`src/rtl/ptw_pkg.sv`:
```
package ptw_pkg;
  localparam int PTE_P_BIT  = 0;
  localparam int PTE_W_BIT  = 1;
  localparam int PTE_U_BIT  = 2;
  localparam int PTE_A_BIT  = 5;
  localparam int PTE_D_BIT  = 6;
  localparam int PTE_V_BIT  = 7;
  localparam int PFN_LSB    = 8;
  localparam int ENT_LOG2   = 2;

  typedef enum logic [1:0] {
    FLT_NONE    = 2'd0,
    FLT_INVALID = 2'd1,
    FLT_PROT    = 2'd2,
    FLT_ABSENT  = 2'd3
  } fault_e;

  typedef enum logic [2:0] {
    ST_IDLE, ST_DIR_REQ, ST_DIR_WAIT, ST_LEAF_REQ, ST_LEAF_WAIT, ST_UPD_REQ, ST_DONE
  } walk_st_e;
endpackage

```
`src/rtl/ptw_rst_sync.sv`:
```
module ptw_rst_sync (
  input  logic clk,
  input  logic rst_n,
  output logic rst_s_n
);
  logic [1:0] sync_q;
  always_ff @(posedge clk or negedge rst_n) begin
    if (!rst_n) sync_q <= 2'b00;
    else        sync_q <= {sync_q[0], 1'b1};
  end
  assign rst_s_n = sync_q[1];
endmodule

```
`src/rtl/ptw_addr_calc.sv`:
```
module ptw_addr_calc #(
  parameter int PA_W  = 16,
  parameter int IDX_W = 4
) (
  input  logic [PA_W-1:0]  tbl_base,
  input  logic [IDX_W-1:0] idx,
  output logic [PA_W-1:0]  ent_addr
);
  import ptw_pkg::*;
  always_comb ent_addr = tbl_base + (PA_W'(idx) << ENT_LOG2);
endmodule

```
`src/rtl/ptw_leaf_check.sv`:
```
module ptw_leaf_check #(
  parameter int PTE_W = 32
) (
  input  logic [PTE_W-1:0]  pte,
  input  logic              is_write,
  input  logic              is_user,
  output ptw_pkg::fault_e   fault,
  output logic              need_upd,
  output logic [PTE_W-1:0]  pte_upd
);
  import ptw_pkg::*;
  always_comb begin
    pte_upd = pte;
    pte_upd[PTE_A_BIT] = 1'b1;
    if (is_write) pte_upd[PTE_D_BIT] = 1'b1;
    need_upd = (pte_upd != pte);
    if (!pte[PTE_V_BIT])
      fault = FLT_INVALID;
    else if ((is_write && !pte[PTE_W_BIT]) || (is_user && !pte[PTE_U_BIT]))
      fault = FLT_PROT;
    else if (!pte[PTE_P_BIT])
      fault = FLT_ABSENT;
    else
      fault = FLT_NONE;
  end
endmodule

```
`src/rtl/page_walker_2l.sv`:
```
module page_walker_2l #(
  parameter int VA_W  = 14,
  parameter int OFF_W = 6,
  parameter int PA_W  = 16,
  parameter int PTE_W = 32
) (
  input  logic             clk,
  input  logic             rst_n,
  input  logic [PA_W-1:0]  ptbr,
  input  logic             req_valid,
  output logic             req_ready,
  input  logic [VA_W-1:0]  req_va,
  input  logic             req_write,
  input  logic             req_user,
  output logic             rsp_valid,
  output logic [1:0]       rsp_fault,
  output logic [PA_W-1:0]  rsp_pa,
  output logic             mem_req,
  output logic             mem_we,
  output logic [PA_W-1:0]  mem_addr,
  output logic [PTE_W-1:0] mem_wdata,
  input  logic             mem_gnt,
  input  logic             mem_rvalid,
  input  logic [PTE_W-1:0] mem_rdata
);
  import ptw_pkg::*;
  localparam int IDX_W = (VA_W - OFF_W) / 2;
  localparam int PFN_W = PA_W - OFF_W;

  logic rst_s_n;
  ptw_rst_sync u_rst (.clk(clk), .rst_n(rst_n), .rst_s_n(rst_s_n));

  walk_st_e         state_q, state_d;
  logic [VA_W-1:0]  va_q;
  logic             wr_q, usr_q;
  logic [PA_W-1:0]  base_q, leaf_addr_q;
  logic [PTE_W-1:0] ent_q;
  fault_e           fault_q, fault_d;
  logic             cap_req, cap_ent, cap_leaf, ld_fault;

  logic [PA_W-1:0]  dir_addr, leaf_addr, leaf_base;
  logic [PTE_W-1:0] chk_pte, pte_upd;
  fault_e           chk_fault;
  logic             need_upd;

  assign leaf_base = {ent_q[PFN_LSB +: PFN_W], {OFF_W{1'b0}}};

  ptw_addr_calc #(.PA_W(PA_W), .IDX_W(IDX_W)) u_dir_addr (
    .tbl_base(base_q), .idx(va_q[VA_W-1 -: IDX_W]), .ent_addr(dir_addr));
  ptw_addr_calc #(.PA_W(PA_W), .IDX_W(IDX_W)) u_leaf_addr (
    .tbl_base(leaf_base), .idx(va_q[OFF_W +: IDX_W]), .ent_addr(leaf_addr));

  assign chk_pte = (state_q == ST_LEAF_WAIT) ? mem_rdata : ent_q;
  ptw_leaf_check #(.PTE_W(PTE_W)) u_chk (
    .pte(chk_pte), .is_write(wr_q), .is_user(usr_q),
    .fault(chk_fault), .need_upd(need_upd), .pte_upd(pte_upd));

  always_comb begin
    state_d   = state_q;
    fault_d   = fault_q;
    cap_req   = 1'b0;
    cap_ent   = 1'b0;
    cap_leaf  = 1'b0;
    ld_fault  = 1'b0;
    mem_req   = 1'b0;
    mem_we    = 1'b0;
    mem_addr  = dir_addr;
    mem_wdata = pte_upd;
    case (state_q)
      ST_IDLE: if (req_valid) begin
        cap_req = 1'b1; ld_fault = 1'b1; fault_d = FLT_NONE; state_d = ST_DIR_REQ;
      end
      ST_DIR_REQ: begin
        mem_req = 1'b1;
        if (mem_gnt) state_d = ST_DIR_WAIT;
      end
      ST_DIR_WAIT: if (mem_rvalid) begin
        cap_ent = 1'b1;
        if (!mem_rdata[PTE_V_BIT]) begin
          ld_fault = 1'b1; fault_d = FLT_INVALID; state_d = ST_DONE;
        end else state_d = ST_LEAF_REQ;
      end
      ST_LEAF_REQ: begin
        mem_req  = 1'b1;
        mem_addr = leaf_addr;
        if (mem_gnt) begin cap_leaf = 1'b1; state_d = ST_LEAF_WAIT; end
      end
      ST_LEAF_WAIT: if (mem_rvalid) begin
        cap_ent  = 1'b1;
        ld_fault = 1'b1;
        fault_d  = chk_fault;
        if (chk_fault == FLT_NONE && need_upd) state_d = ST_UPD_REQ;
        else                                    state_d = ST_DONE;
      end
      ST_UPD_REQ: begin
        mem_req  = 1'b1;
        mem_we   = 1'b1;
        mem_addr = leaf_addr_q;
        if (mem_gnt) state_d = ST_DONE;
      end
      ST_DONE: state_d = ST_IDLE;
      default: state_d = ST_IDLE;
    endcase
  end

  always_ff @(posedge clk or negedge rst_s_n) begin
    if (!rst_s_n) begin
      state_q     <= ST_IDLE;
      va_q        <= '0;
      wr_q        <= 1'b0;
      usr_q       <= 1'b0;
      base_q      <= '0;
      ent_q       <= '0;
      leaf_addr_q <= '0;
      fault_q     <= FLT_NONE;
    end else begin
      state_q <= state_d;
      if (cap_req) begin
        va_q <= req_va; wr_q <= req_write; usr_q <= req_user; base_q <= ptbr;
      end
      if (cap_ent)  ent_q       <= mem_rdata;
      if (cap_leaf) leaf_addr_q <= leaf_addr;
      if (ld_fault) fault_q     <= fault_d;
    end
  end

  assign req_ready = (state_q == ST_IDLE);
  assign rsp_valid = (state_q == ST_DONE);
  assign rsp_fault = fault_q;
  assign rsp_pa    = (rsp_valid && fault_q == FLT_NONE)
                   ? {ent_q[PFN_LSB +: PFN_W], va_q[OFF_W-1:0]} : '0;

  assert_hold_until_grant_R10: assert property (@(posedge clk) disable iff (!rst_s_n)
    mem_req && !mem_gnt |=> mem_req && $stable(mem_addr) && $stable(mem_we));
  assert_idle_no_access_R10: assert property (@(posedge clk) disable iff (!rst_s_n)
    req_ready |-> !mem_req);
  assert_rvalid_only_waiting_R10: assert property (@(posedge clk) disable iff (!rst_s_n)
    mem_rvalid |-> (state_q == ST_DIR_WAIT || state_q == ST_LEAF_WAIT));
  assert_no_write_on_fault_R9: assert property (@(posedge clk) disable iff (!rst_s_n)
    mem_req && mem_we |-> fault_q == FLT_NONE);
  assert_rsp_single_pulse_R11: assert property (@(posedge clk) disable iff (!rst_s_n)
    rsp_valid |=> !rsp_valid);
endmodule

```
`config.mk`:
```
export PLATFORM = sky130hd
export DESIGN_NAME = page_walker_2l
export DESIGN_NICKNAME = d
export VERILOG_FILES = /design/src/rtl/ptw_pkg.sv /design/src/rtl/ptw_rst_sync.sv /design/src/rtl/ptw_addr_calc.sv /design/src/rtl/ptw_leaf_check.sv /design/src/rtl/page_walker_2l.sv
export SDC_FILE = /design/constraint.sdc
export NUM_CORES = 1
export LEC_CHECK = 0
export CORE_ASPECT_RATIO = 1.4
export CORE_MARGIN = 8
export CORE_UTILIZATION = 50
export CTS_CLUSTER_DIAMETER = 100
export DETAILED_ROUTE_END_ITERATION = 8
export HOLD_SLACK_MARGIN = 0.08
export PLACE_DENSITY = 0.88
export SLEW_MARGIN = 20
export SYNTH_ARGS = -nofsm -noshare
export SYNTH_HDL_FRONTEND = slang
export SYNTH_HIERARCHICAL = 1
export SYNTH_SLANG_ARGS = --single-unit
```
`constraint.sdc`:
```
create_clock -name clk -period 3.45 [get_ports clk]
set_clock_uncertainty 0.15 [all_clocks]
set_input_delay 0.5175 -clock clk [delete_from_list [all_inputs] [get_ports clk]]
set_output_delay 0.5175 -clock clk [all_outputs]
set_load 0.02 [all_outputs]
```
* Yosys cells after proc, flatten, opt, wreduce, memory -nomap -nowiden
Cells that the tools add are included.
** Operators by class
- $add $sub $neg :: 2
- Equal/unequal tests :: 14
- Muxes and demuxes :: 32
- Reductions and logical operators :: 15
** Operator list (number)
- $add A16 B6 Y16 :: 2
- $mux W32 :: 1
- $pmux W16 S2 :: 1
- $mux W3 :: 7
- $pmux W3 S6 :: 1
- $mux W16 :: 1
- $mux W2 :: 8
- $ne A2 B2 Y1 const B :: 7
- $reduce_and A6 Y1 :: 2
- $mux W1 :: 11
- $eq A3 B3 Y1 const B :: 3
- $eq A3 B2 Y1 const B :: 2
- $pmux W2 S3 :: 1
- $logic_and A1 B1 Y1 :: 4
- $logic_not A2 Y1 :: 2
- $eq A3 B1 Y1 const B :: 1
- $logic_not A3 Y1 :: 1
- $pmux W1 S3 :: 1
- $reduce_bool A3 Y1 :: 1
- $reduce_or A3 Y1 :: 1
- $logic_not A1 Y1 :: 2
- $ne A2 B2 Y1 :: 1
- $reduce_or A2 Y1 :: 1
- $logic_or A1 B1 Y1 :: 1
** Storage, ports and cells
- Register bits after elaboration :: 87
- Bits of input ports :: 69
- Output and inout port bits :: 70
- Logic and storage cells :: 72

* Depth between registers and ports, before layout
Gate-level depths: netlist (run 1).
- Word-level depth :: 12
- Mapped depth :: 9
- Depth with buffers taken out :: 9

* Modules after synthesis
The synthesis (run 1) kept the hierarchy.
** By module, submodules not included
- page_walker_2l :: times used 1, cells each 305, area each 4245.3 um^2, sequential area each 2127.0 um^2
- ptw_addr_calc :: times used 2, cells each 48, area each 370.4 um^2, sequential area each 0.0 um^2
- ptw_leaf_check :: times used 1, cells each 40, area each 299.0 um^2, sequential area each 0.0 um^2
- ptw_rst_sync :: times used 1, cells each 3, area each 53.8 um^2, sequential area each 50.0 um^2

* Worst setup path after synthesis (run 1)
OpenSTA, ideal clock, no wires.
- Kind :: register -> register
- Start :: register state_q[0]
- End :: register state_q[0]
- Setup time :: 66 ps
- Arrival :: 2496 ps
- Data required time :: 3234 ps
- Setup slack :: 738 ps
- Stages on the path, launching flop included :: 10
- Path buffers :: 2
- Period minus slack after synthesis :: 2712 ps
- Cell sequence :: dfrtp_1 > buf_6 > nor3b_2 > buf_4 > mux2_2 > nor2b_4 > o31ai_1 > or3b_2 > a211oi_1 > o32a_1
** Between the ends
- Longest elaborated chain between the ends :: 12
- Elaborated cells between the ends (all ways) :: 29
- Classes of those cells :: 12 x eq/ne; 8 x mux; 9 x reduce/logical
** RTL lines
- start, declared :: RTL line page_walker_2l.sv:33 : walk_st_e state_q, state_d;
- start signal, assigned :: RTL line page_walker_2l.sv:117 : state_q <= state_d;
- $eq A3 B3 Y1 :: RTL line page_walker_2l.sv:53 : assign chk_pte = (state_q == ST_LEAF_WAIT) ? mem_rdata : ent_q;
- $mux W32 :: RTL line page_walker_2l.sv:53
- via chk_pte[2] :: RTL line page_walker_2l.sv:42 : logic [PTE_W-1:0] chk_pte, pte_upd;
- $logic_not A1 Y1 :: RTL line ptw_leaf_check.sv:19 : else if ((is_write && !pte[PTE_W_BIT]) || (is_user && !pte[PTE_U_BIT]))
- $logic_and A1 B1 Y1 :: RTL line ptw_leaf_check.sv:19
- $logic_or A1 B1 Y1 :: RTL line ptw_leaf_check.sv:19
- $mux W2 :: RTL line ptw_leaf_check.sv:19
- $mux W2 :: RTL line ptw_leaf_check.sv:17 : if (!pte[PTE_V_BIT])
- via chk_fault[0] :: RTL line page_walker_2l.sv:43 : fault_e chk_fault;
- $logic_not A2 Y1 :: RTL line page_walker_2l.sv:92 : if (chk_fault == FLT_NONE && need_upd) state_d = ST_UPD_REQ;
- $logic_and A1 B1 Y1 :: RTL line page_walker_2l.sv:92
- $mux W2 :: RTL line page_walker_2l.sv:92
- $mux W3 :: RTL line page_walker_2l.sv:88 : ST_LEAF_WAIT: if (mem_rvalid) begin
- $pmux W3 S6 :: RTL line page_walker_2l.sv:69 : case (state_q)
The timed path passes the listed nets, and every way through them passes these cells. The select of a mux whose other input is x is not followed.
A chain may end at the register's enable or synchronous reset.

* Worst setup path in the final report (run 1)
- Start :: register state_q[1]
- End :: output port mem_addr[9]
** Between the ends
- Longest elaborated chain between the ends :: 2
- Elaborated cells between the ends (all ways) :: 3
- Classes of those cells :: 2 x eq/ne; 1 x mux
** RTL lines
- $eq A3 B3 Y1 / $eq A3 B2 Y1 (equally long branches) :: RTL line page_walker_2l.sv:69
- $pmux W16 S2 (*) :: RTL line page_walker_2l.sv:69
- end, declared :: RTL line page_walker_2l.sv:20 : output logic [PA_W-1:0] mem_addr,
Mark *: on every way between the ends. The rest lies on a longest branch, timed or not.

==> flow_summary.yaml, run 1 <==
clock_network:
  cts_root_buf: "clkbuf_16"
  htreeDepth: 3
  cts.path.max_buffers: 2
  cts_tree: "yes"
  cts_buffers: 9
  cts_num_sinks: 87
  clock_latency_ns: 0.34
  path_clk_slew_ns: 0.06
  cts_hold_buf: 0
critical_path:
  required_ns: 2.78
  crit_path_max_fanout: 18
  cp-start-kind: "flop"
  end_kind: "primary output"
  path_class: "reg2out"
  arrival_ns: 2.64
detailed_routing:
  routed_wl_mm: 12.53
  drt_iter0_markers: 68
  wl_per_cell_um: 17.90
  dr_total_vias: 3684
  ant_nets: 0
  route.detailed.drc: 0
  drt_pass1_iterations: 4
  drt-vias-per-instance: 5.263
timing:
  setup_violations: 0
  rsz0062_at_grt: "no"
  fmax_mhz: 302.4
  hold_viol: 0
  drv_slew: 0
  worst_pin_slew_ns: 0.6444
  slew_headroom_pct: 57.04
  layout_min_cycle_time_ns: 3.307
  tns_ns: 0
  post-route-period-util_pct: 95.86
place:
  port_buffers: 137
  place_hpwl_mm: 9.380
  gp_congestion: 0.7668
  dp_cells: 679
power:
  ir_worst_vdd_mv: 0.6292
  leakagePower_nw: 3.045
  powerDensity_nw_per_um2: 1012
finish:
  fin_util_pct: 67.02
  nNetsFinal: 636
  register_area_um2: 2181
  drive_above_1_share_pct: 23.67
  multi_input_area_um2: 2718
  syn_to_final_growth_pct: 30.61
  fillers: 728
  stdcell_count: 700
  antennaDiodeCount: 0
synthesis:
  post-synth-top-area-cell: "dfrtp_1"
  avgSynthCellArea_um2: 12.02
  yosysMostFrequentCell: "dfrtp_1"
  ys_ff_latch: 87
  synth_commonest_cells: "dfrtp_1, mux2_2, buf_4"
  synth_area_um2: 5339
  yosysUniqueCellTypes: 52
  synth_edf_count: 0
  synth-main-ff-cell: "dfrtp_1"
  synthArstFlopShare_pct: 100.0
  syn_inst: 444
  yosysTopAreaCellShare_pct: 40.78
  synthTopCellsByArea: "dfrtp_1, mux2_2, mux2_1"
  ys_seq_area_share_pct: 40.78
  synth_warnings: 6
global_route:
  gr-usage-all-layers_pct: 17.92
  grt_overflow: 0
  grt_pass1_vias: 4177
  grt_antenna_before_repair: 0
  grt_max_degree: 86
  grt_pass1_wl_mm: 20.37
die:
  fp-row-count: 44
  dieArea_um2: 14290
  dieHeight_um: 138.3
  fp.dieW_um: 103.3
  initial_core_util_pct: 51.31
  ioPinCount: 139
  fp.coreArea_um2: 10410
flow_run:
  maxCapViolations: 0
run_status:
  status: "finished, final reports clean"
hold_path:
  hold_class: "in2async"
==> cell type report <==
cell class	count	area share (%)
Multi-Input combinational cell	291	38.97
Sequential cell	87	31.28
Timing Repair Buffer	153	22.03
Clock buffer	11	3.625
Tap cell	138	2.476
Clock inverter	5	0.8075
Inverter	15	0.8075
==> flip-flops by register name (all words and copies together) (netlist names) <==
| name | cells |
|---|---|
| u_rst/sync_q | 2 |
| ent_q | 32 |
| state_q | 3 |
| leaf_addr_q | 16 |
| base_q | 16 |
| va_q | 14 |
| wr_q | 1 |
| rsp_fault | 2 |
| usr_q | 1 |
==> path summary, 6_finish.rpt <==
check / to / start / slack [ns] / cells past startpoint
worst max-delay path: mem_addr[9] / state_q[1] / 0.14 / 5
worst min-delay path: u_rst/sync_q[1] / rst_n / 0.18 / 1
worst max register to register: state_q[0] / state_q[1] / 0.43 / 9
worst min register to register: ent_q[31] / u_rst/sync_q[1] / 0.20 / 0
max in group asynchronous: ent_q[17] / u_rst/sync_q[1] / 2.30 / 1
min in group clk: u_rst/sync_q[1] / u_rst/sync_q[0] / 0.21 / 0
==> critical path: stages, from the launching register on <==
cell	delay [ns]
dfrtp_1	0.76
and3b_1	0.38
buf_4	0.21
a22o_1	0.24
a21o_1	0.17
clkdlybuf4s50_1	0.54
==> repair_timing <==
item                                    in CTS  in global routing
setup buffers                                0                  4
pin swaps                                    0                  1
endpoints found under the setup margin       4                 14
resized for setup                            4                  1
==> metrics by stage <==
stage / cell area, um^2 / hold WS, ns / setup WS (ns) / total power [mW]
2_1_floorplan: 5361 / 0.07191 / 0.6974 / 4.871
3_3_place_gp: 6603 / 0.1893 / 0.3354 / 5.911
3_5_place_dp: 6603 / 0.1949 / 0.2703 / 6.058
4_1_cts: 6907 / 0.1707 / 0.06665 / 7.062
5_1_grt: 6973 / 0.1827 / 0.006383 / 7.498
6_report: 6973 / 0.1793 / 0.1427 / 7.056
==> routing by layer <==
metal	vias up	routed length (um)	track usage, %
met5	-	0	0
met4	0	222	5.662
met3	19	887	5.779
met2	104	6650	32.12
met1	1818	4770	18.93
li1	1743	-	-
==> cells by family (layout without fill, tap and decap cells) <==
kind of cell	Yosys count	after routing	share of synthesized area, %
other	3	9	0.2109
AND/OR/NAND/NOR	67	67	9.304
AO/OA/AOI/OAI	66	66	9.351
adder cells (fa/ha/maj)	10	10	2.625
buffers and inverters	72	184	8.929
multiplexers	113	113	24.54
flip-flops	87	87	40.78
XOR/XNOR	26	26	4.265
==> cells in the final DEF (no fill, tap or decap), drive strengths merged, types with 2 or more instances in the layout <==
cell,synthesis,routed
mux2,113,113
clkinv,0,3
conb,3,9
o21a,2,2
o21ai,6,6
fa,2,2
inv,15,15
clkdlybuf4s50,0,133
a21boi,3,3
a21o,18,18
dfrtp,87,87
xnor2,8,8
ha,8,8
nor3,4,4
nand2b,4,4
nand3,2,2
and2,16,16
nor2,6,6
nor4bb,2,2
clkbuf,1,11
and3b,3,3
a21oi,8,8
nand2,11,11
nand4,2,2
xor2,18,18
a22o,16,16
buf,56,16
nor2b,6,6
nor3b,5,5
dlygate4sd2,0,4
and4,2,2
a211oi,6,6
==> power by group <==
part | total [mW] | internal [mW] | switching, mW
clock | 0.998 | 0.599 | 0.399
sequential | 1.97 | 1.53 | 0.439
combinational | 4.09 | 2.17 | 1.91
Note: power is estimated with default switching activity, not from simulation.
==> run 2: changes to the inputs <==
Settings changed: CORE_MARGIN 8 to 10, CORE_UTILIZATION 50 to 45, CTS_CLUSTER_DIAMETER 100 to default, PLACE_DENSITY 0.88 to 0.84.
Clock period 3.45 ns to 2.75 ns, I/O delays scaled along.
==> flow_summary.yaml, run 2 (synthesized netlist as in run 1, its figures left out) <==
run_status:
  status: "complete, but fails checks"
  violations: "setup timing"
global_route:
  grt_pass1_vias: 4236
  grt_max_degree: 47
  grt_pass1_wl_mm: 21.76
  grt_overflow: 0
  grt_antenna_before_repair: 0
  gr-usage-all-layers_pct: 15.92
place:
  dp_cells: 697
  gp_congestion: 0.8676
  place_hpwl_mm: 10.31
  port_buffers: 137
  post-place-ws_ns: -0.2710
  postPlaceCellArea_um2: 6694
critical_path:
  arrival_ns: 2.26
  reg2reg_slack_ns: 0.16
  worst_path_most_repeated_cell: "buf_6"
  cp-start-kind: "flop"
  slowest_stage: "fa_2"
  path_class: "reg2out"
  worstRegToRegCells: 8
  critical_path_buf_inv_count: 3
  required_ns: 2.19
  reg2reg_from: "state_q[0]"
  worstPathCellList: "ha_2, inv_2, fa_2, nor2b_4, o21ai_4, buf_6, a21boi_2, xor2_1, a21o_1, buf_6"
  critPathTopFamily: "adder cells"
  crit_path_max_fanout: 4
  r2r-end: "state_q[0]"
  max_stage_delay_ns: 0.39
  end_kind: "primary output"
timing:
  setup_violations: 4
  setup_slack_ns: -0.06933
  rsz0062_at_grt: "yes"
  slew_headroom_pct: 57.33
  hold_viol: 0
  layout_min_cycle_time_ns: 2.819
  fmax_mhz: 354.7
  worst_pin_slew_ns: 0.6401
  post-route-period-util_pct: 102.5
  drv_slew: 0
  tns_ns: -0.1692
finish:
  nNetsFinal: 644
  syn_to_final_growth_pct: 32.36
  antennaDiodeCount: 0
  final_cell_area_um2: 7067
  top_regs: "ent_q (32), base_q (16), leaf_addr_q (16)"
  largest_reg_flops: 32
  final_common_cell: "dfrtp_1"
  drive_above_1_share_pct: 29.12
  stdcell_count: 717
  final_cell_mix: "dfrtp_1, clkdlybuf4s50_1, mux2_2"
  regMostFlops: "ent_q"
clock_network:
  cts_tree: "yes"
  clock_latency_ns: 0.34
  cts_buffers: 9
  cts_root_buf: "clkbuf_16"
  cts_num_sinks: 87
  htreeDepth: 3
  path_clk_slew_ns: 0.08
  cts.path.max_buffers: 2
detailed_routing:
  route.detailed.drc: 0
  routed_wl_mm: 13.41
  ant_nets: 0
  drt_pass1_iterations: 4
  drt_iter0_markers: 94
  dr_total_vias: 3725
  wl_per_cell_um: 18.70
  drt-vias-per-instance: 5.195
power:
  power.total_mw: 8.894
  powerDensity_nw_per_um2: 1258
  p_switching_mw: 3.667
  clockPowerShare_pct: 13.4
  p_int_mw: 5.226
  seqPwrFrac_pct: 27.3
  ir_worst_vdd_mv: 0.5739
  swShare_pct: 41.24
  leakagePower_nw: 3.234
  pwr-share-comb_pct: 59.3
die:
  fp-row-count: 47
  fp.dieW_um: 112.1
  fp.coreArea_um2: 11700
  ioPinCount: 139
  dieHeight_um: 148.9
  dieArea_um2: 16680
  initial_core_util_pct: 45.62
flow_run:
  maxCapViolations: 0
hold_path:
  hold_class: "reg2async"
==> run 2: changes by cell type in the layout (fill, tap and decap cells not counted), sizes merged, moves of 3 or more <==
cell and delta:
dlygate4sd2 +38, inv +5, buf +17, dlymetal6s2s +4, clkdlybuf4s50 -54, clkinv -3
==> run 2: cell type report <==
| class | instances | area [um^2] |
|---|---|---|
| clock inverter | 7 | 61.31 |
| sequential | 87 | 2181 |
| timing repair buffer | 161 | 1555 |
| fill | 957 | 4636 |
| multi-input combinational | 291 | 2804 |
| inverter | 15 | 56.30 |
| clock buffer | 9 | 225.2 |
| tap | 147 | 183.9 |
==> run 2: per-stage QoR <==
stage	hold slack, ns	utilization, %
final	0.2046	60.39
after global routing	0.2319	60.39
after CTS	0.2148	59.51
after detailed placement	0.1873	57.20
after global placement	0.1893	57.20
after floorplan	-0.03309	-
==> run 2: routing by layer <==
metal	vias to the layer above	GRT usage, %	part of all wire, %
met5	-	0	0
met1	1828	16.44	38
met4	0	5.662	2.0
met2	113	29.50	54
met3	19	4.952	6.3
li1	1765	-	-
==> run 2: how the worst max path moves through the flow <==
stage	from	end	cells past startpoint
after global routing	base_q[2]	mem_addr[8]	10
after CTS	base_q[2]	mem_addr[12]	10
after floorplan	state_q[0]	state_q[0]	9
after global placement	base_q[2]	mem_addr[14]	9
final	base_q[2]	mem_addr[10]	10
after detailed placement	base_q[2]	mem_addr[14]	9
==> run 2: repair_timing <==
item | CTS | global route
buffers inserted | 2 | 1
cloned | 0 | 0
endpoints found under the setup margin | 54 | 40
resized for setup | 106 | 22
pin swaps | 6 | 10
hold endpoints to repair | 2 | 0
hold buffers | 1 | 0
==> run 2: power groups by stage <==
stage / clock network (mW) / logic (mW) / registers [mW]
after floorplan: 0 / 3.81 / 2.30
after global placement: 0 / 5.16 / 2.39
after detailed placement: 0 / 5.30 / 2.45
after CTS: 1.22 / 5.11 / 2.43
after global routing: 1.27 / 5.69 / 2.52
final: 1.19 / 5.27 / 2.43
==> run 3: changes to the inputs <==
==> constraint.sdc (replaced) <==
create_clock -name clk -period 2.75 [get_ports clk]
set_clock_uncertainty 0.15 [all_clocks]
set_input_delay 0.55 -clock clk [delete_from_list [all_inputs] [get_ports clk]]
set_output_delay 0.55 -clock clk [all_outputs]
set_load 0.02 [all_outputs]
==> flow_summary.yaml, run 3 (synthesized netlist as in run 1, its figures left out) <==
run_status:
  status: "complete, but fails checks"
  violations: "setup timing"
timing:
  tns_ns: -0.5266
  drv_slew: 0
  setup_slack_ns: -0.1259
  slew_headroom_pct: 56.48
  hold_viol: 0
  setup_violations: 8
  layout_min_cycle_time_ns: 2.876
  rsz0062_at_grt: "yes"
  worst_pin_slew_ns: 0.6529
  fmax_mhz: 347.7
  post-route-period-util_pct: 104.6
clock_network:
  cts_num_sinks: 87
  cts_root_buf: "clkbuf_16"
  htreeDepth: 3
  cts.path.max_buffers: 2
  path_clk_slew_ns: 0.06
  cts_tree: "yes"
  clock_latency_ns: 0.34
  cts_buffers: 9
  cts_hold_buf: 0
detailed_routing:
  drt_pass1_iterations: 4
  ant_nets: 0
  routed_wl_mm: 13.89
  dr_total_vias: 3834
  drt_iter0_markers: 116
  route.detailed.drc: 0
  drt-vias-per-instance: 5.274
  wl_per_cell_um: 19.11
finish:
  largest_reg_flops: 32
  top_regs: "ent_q (32), base_q (16), leaf_addr_q (16)"
  regMostFlops: "ent_q"
  final_cell_mix: "dfrtp_1, clkdlybuf4s50_1, mux2_2"
  drive_above_1_share_pct: 37.41
  antennaDiodeCount: 0
  syn_to_final_growth_pct: 38.58
  stdcell_count: 727
  final_common_cell: "dfrtp_1"
  fillers: 894
  nNetsFinal: 654
power:
  leakagePower_nw: 3.381
  powerDensity_nw_per_um2: 1303
  clockPowerShare_pct: 14.3
  power.total_mw: 9.637
  p_switching_mw: 3.759
  ir_worst_vdd_mv: 0.8031
  p_int_mw: 5.879
  pwr-share-comb_pct: 60.2
  seqPwrFrac_pct: 25.5
  swShare_pct: 39.00
place:
  gp_congestion: 0.8323
  dp_cells: 701
  place_hpwl_mm: 10.14
  port_buffers: 137
die:
  dieHeight_um: 148.9
  initial_core_util_pct: 45.62
  dieArea_um2: 16680
  fp.coreArea_um2: 11700
  fp.dieW_um: 112.1
  ioPinCount: 139
  fp-row-count: 47
critical_path:
  arrival_ns: 2.18
  cp-start-kind: "flop"
  path_class: "reg2out"
  crit_path_max_fanout: 5
  end_kind: "primary output"
  reg2reg_slack_ns: 0.09
  required_ns: 2.05
global_route:
  grt_overflow: 0
  grt_pass1_wl_mm: 21.94
  grt_pass1_vias: 4220
  grt_max_degree: 47
  grt_antenna_before_repair: 0
  gr-usage-all-layers_pct: 15.89
hold_path:
  hold_class: "reg2async"
flow_run:
  maxCapViolations: 0
run 3: worst max-delay path, stage by stage, from the launching register on:
cell	delay, ns
dfrtp_1	0.35
ha_2	0.19
inv_2	0.04
fa_2	0.37
nor2b_4	0.14
o21ai_4	0.09
a211oi_2	0.22
xor2_1	0.18
a21o_1	0.14
buf_6	0.11
run 3: metrics by stage:
step / setup slack, ns / hold slack, ns / area (um^2) / utilization [%]
after floorplan: 0.03792 / 0.1044 / 5363 / -
after global placement: -0.3673 / 0.1885 / 6787 / 57.99
after detailed placement: -0.4369 / 0.1886 / 6787 / 57.99
after CTS: -0.1657 / 0.2099 / 7169 / 61.26
after global routing: -0.2695 / 0.2125 / 7398 / 63.22
final: -0.1259 / 0.1946 / 7398 / 63.22
run 3: worst paths after layout:
| check | depth (start not counted) | end | startpoint |
|---|---|---|---|
| hold reg to reg | 0 | ent_q[31] | u_rst/sync_q[1] |
| setup reg to reg | 9 | state_q[0] | state_q[0] |
| setup / recovery | 9 | mem_addr[14] | va_q[10] |
| max in group asynchronous | 1 | state_q[0] | u_rst/sync_q[1] |
| hold / removal | 0 | ent_q[31] | u_rst/sync_q[1] |
| min in group clk | 0 | u_rst/sync_q[1] | u_rst/sync_q[0] |
run 3: area by class of cell:
type	count	area [um^2]	area share, %
timing repair buffer	171	1733	23.42
clock inverter	4	76.32	1.032
clock buffer	12	266.5	3.602
multi-input combinational	291	2900	39.20
tap	147	183.9	2.486
inverter	15	56.30	0.7610
sequential	87	2182	29.49
run 3: repair_timing:
| action | CTS | global route |
|---|---|---|
| resized for setup | 168 | 117 |
| pin swaps | 13 | 12 |
| gates cloned | 1 | 2 |
| buffers inserted | 3 | 4 |
| endpoints found under the setup margin | 63 | 56 |
run 3: layer usage:
layer  share of wire, %  vias to the layer above  wire, um  GRT usage [%]
met5                  0                        -         0              0
met1                 39                     1919      5350          16.94
met2                 54                      116      7520          29.61
met4                1.5                        0       210          3.944
li1                   -                     1775         -              -
met3                5.8                       24       811          4.911
run 3: power groups by stage:
stage / clock network, mW / registers [mW] / logic, mW
floorplan: 0 / 2.30 / 3.81
global placement: 0 / 2.39 / 5.29
detailed placement: 0 / 2.44 / 5.41
CTS: 1.40 / 2.43 / 5.33
global route: 1.46 / 2.55 / 6.22
finish: 1.38 / 2.46 / 5.80
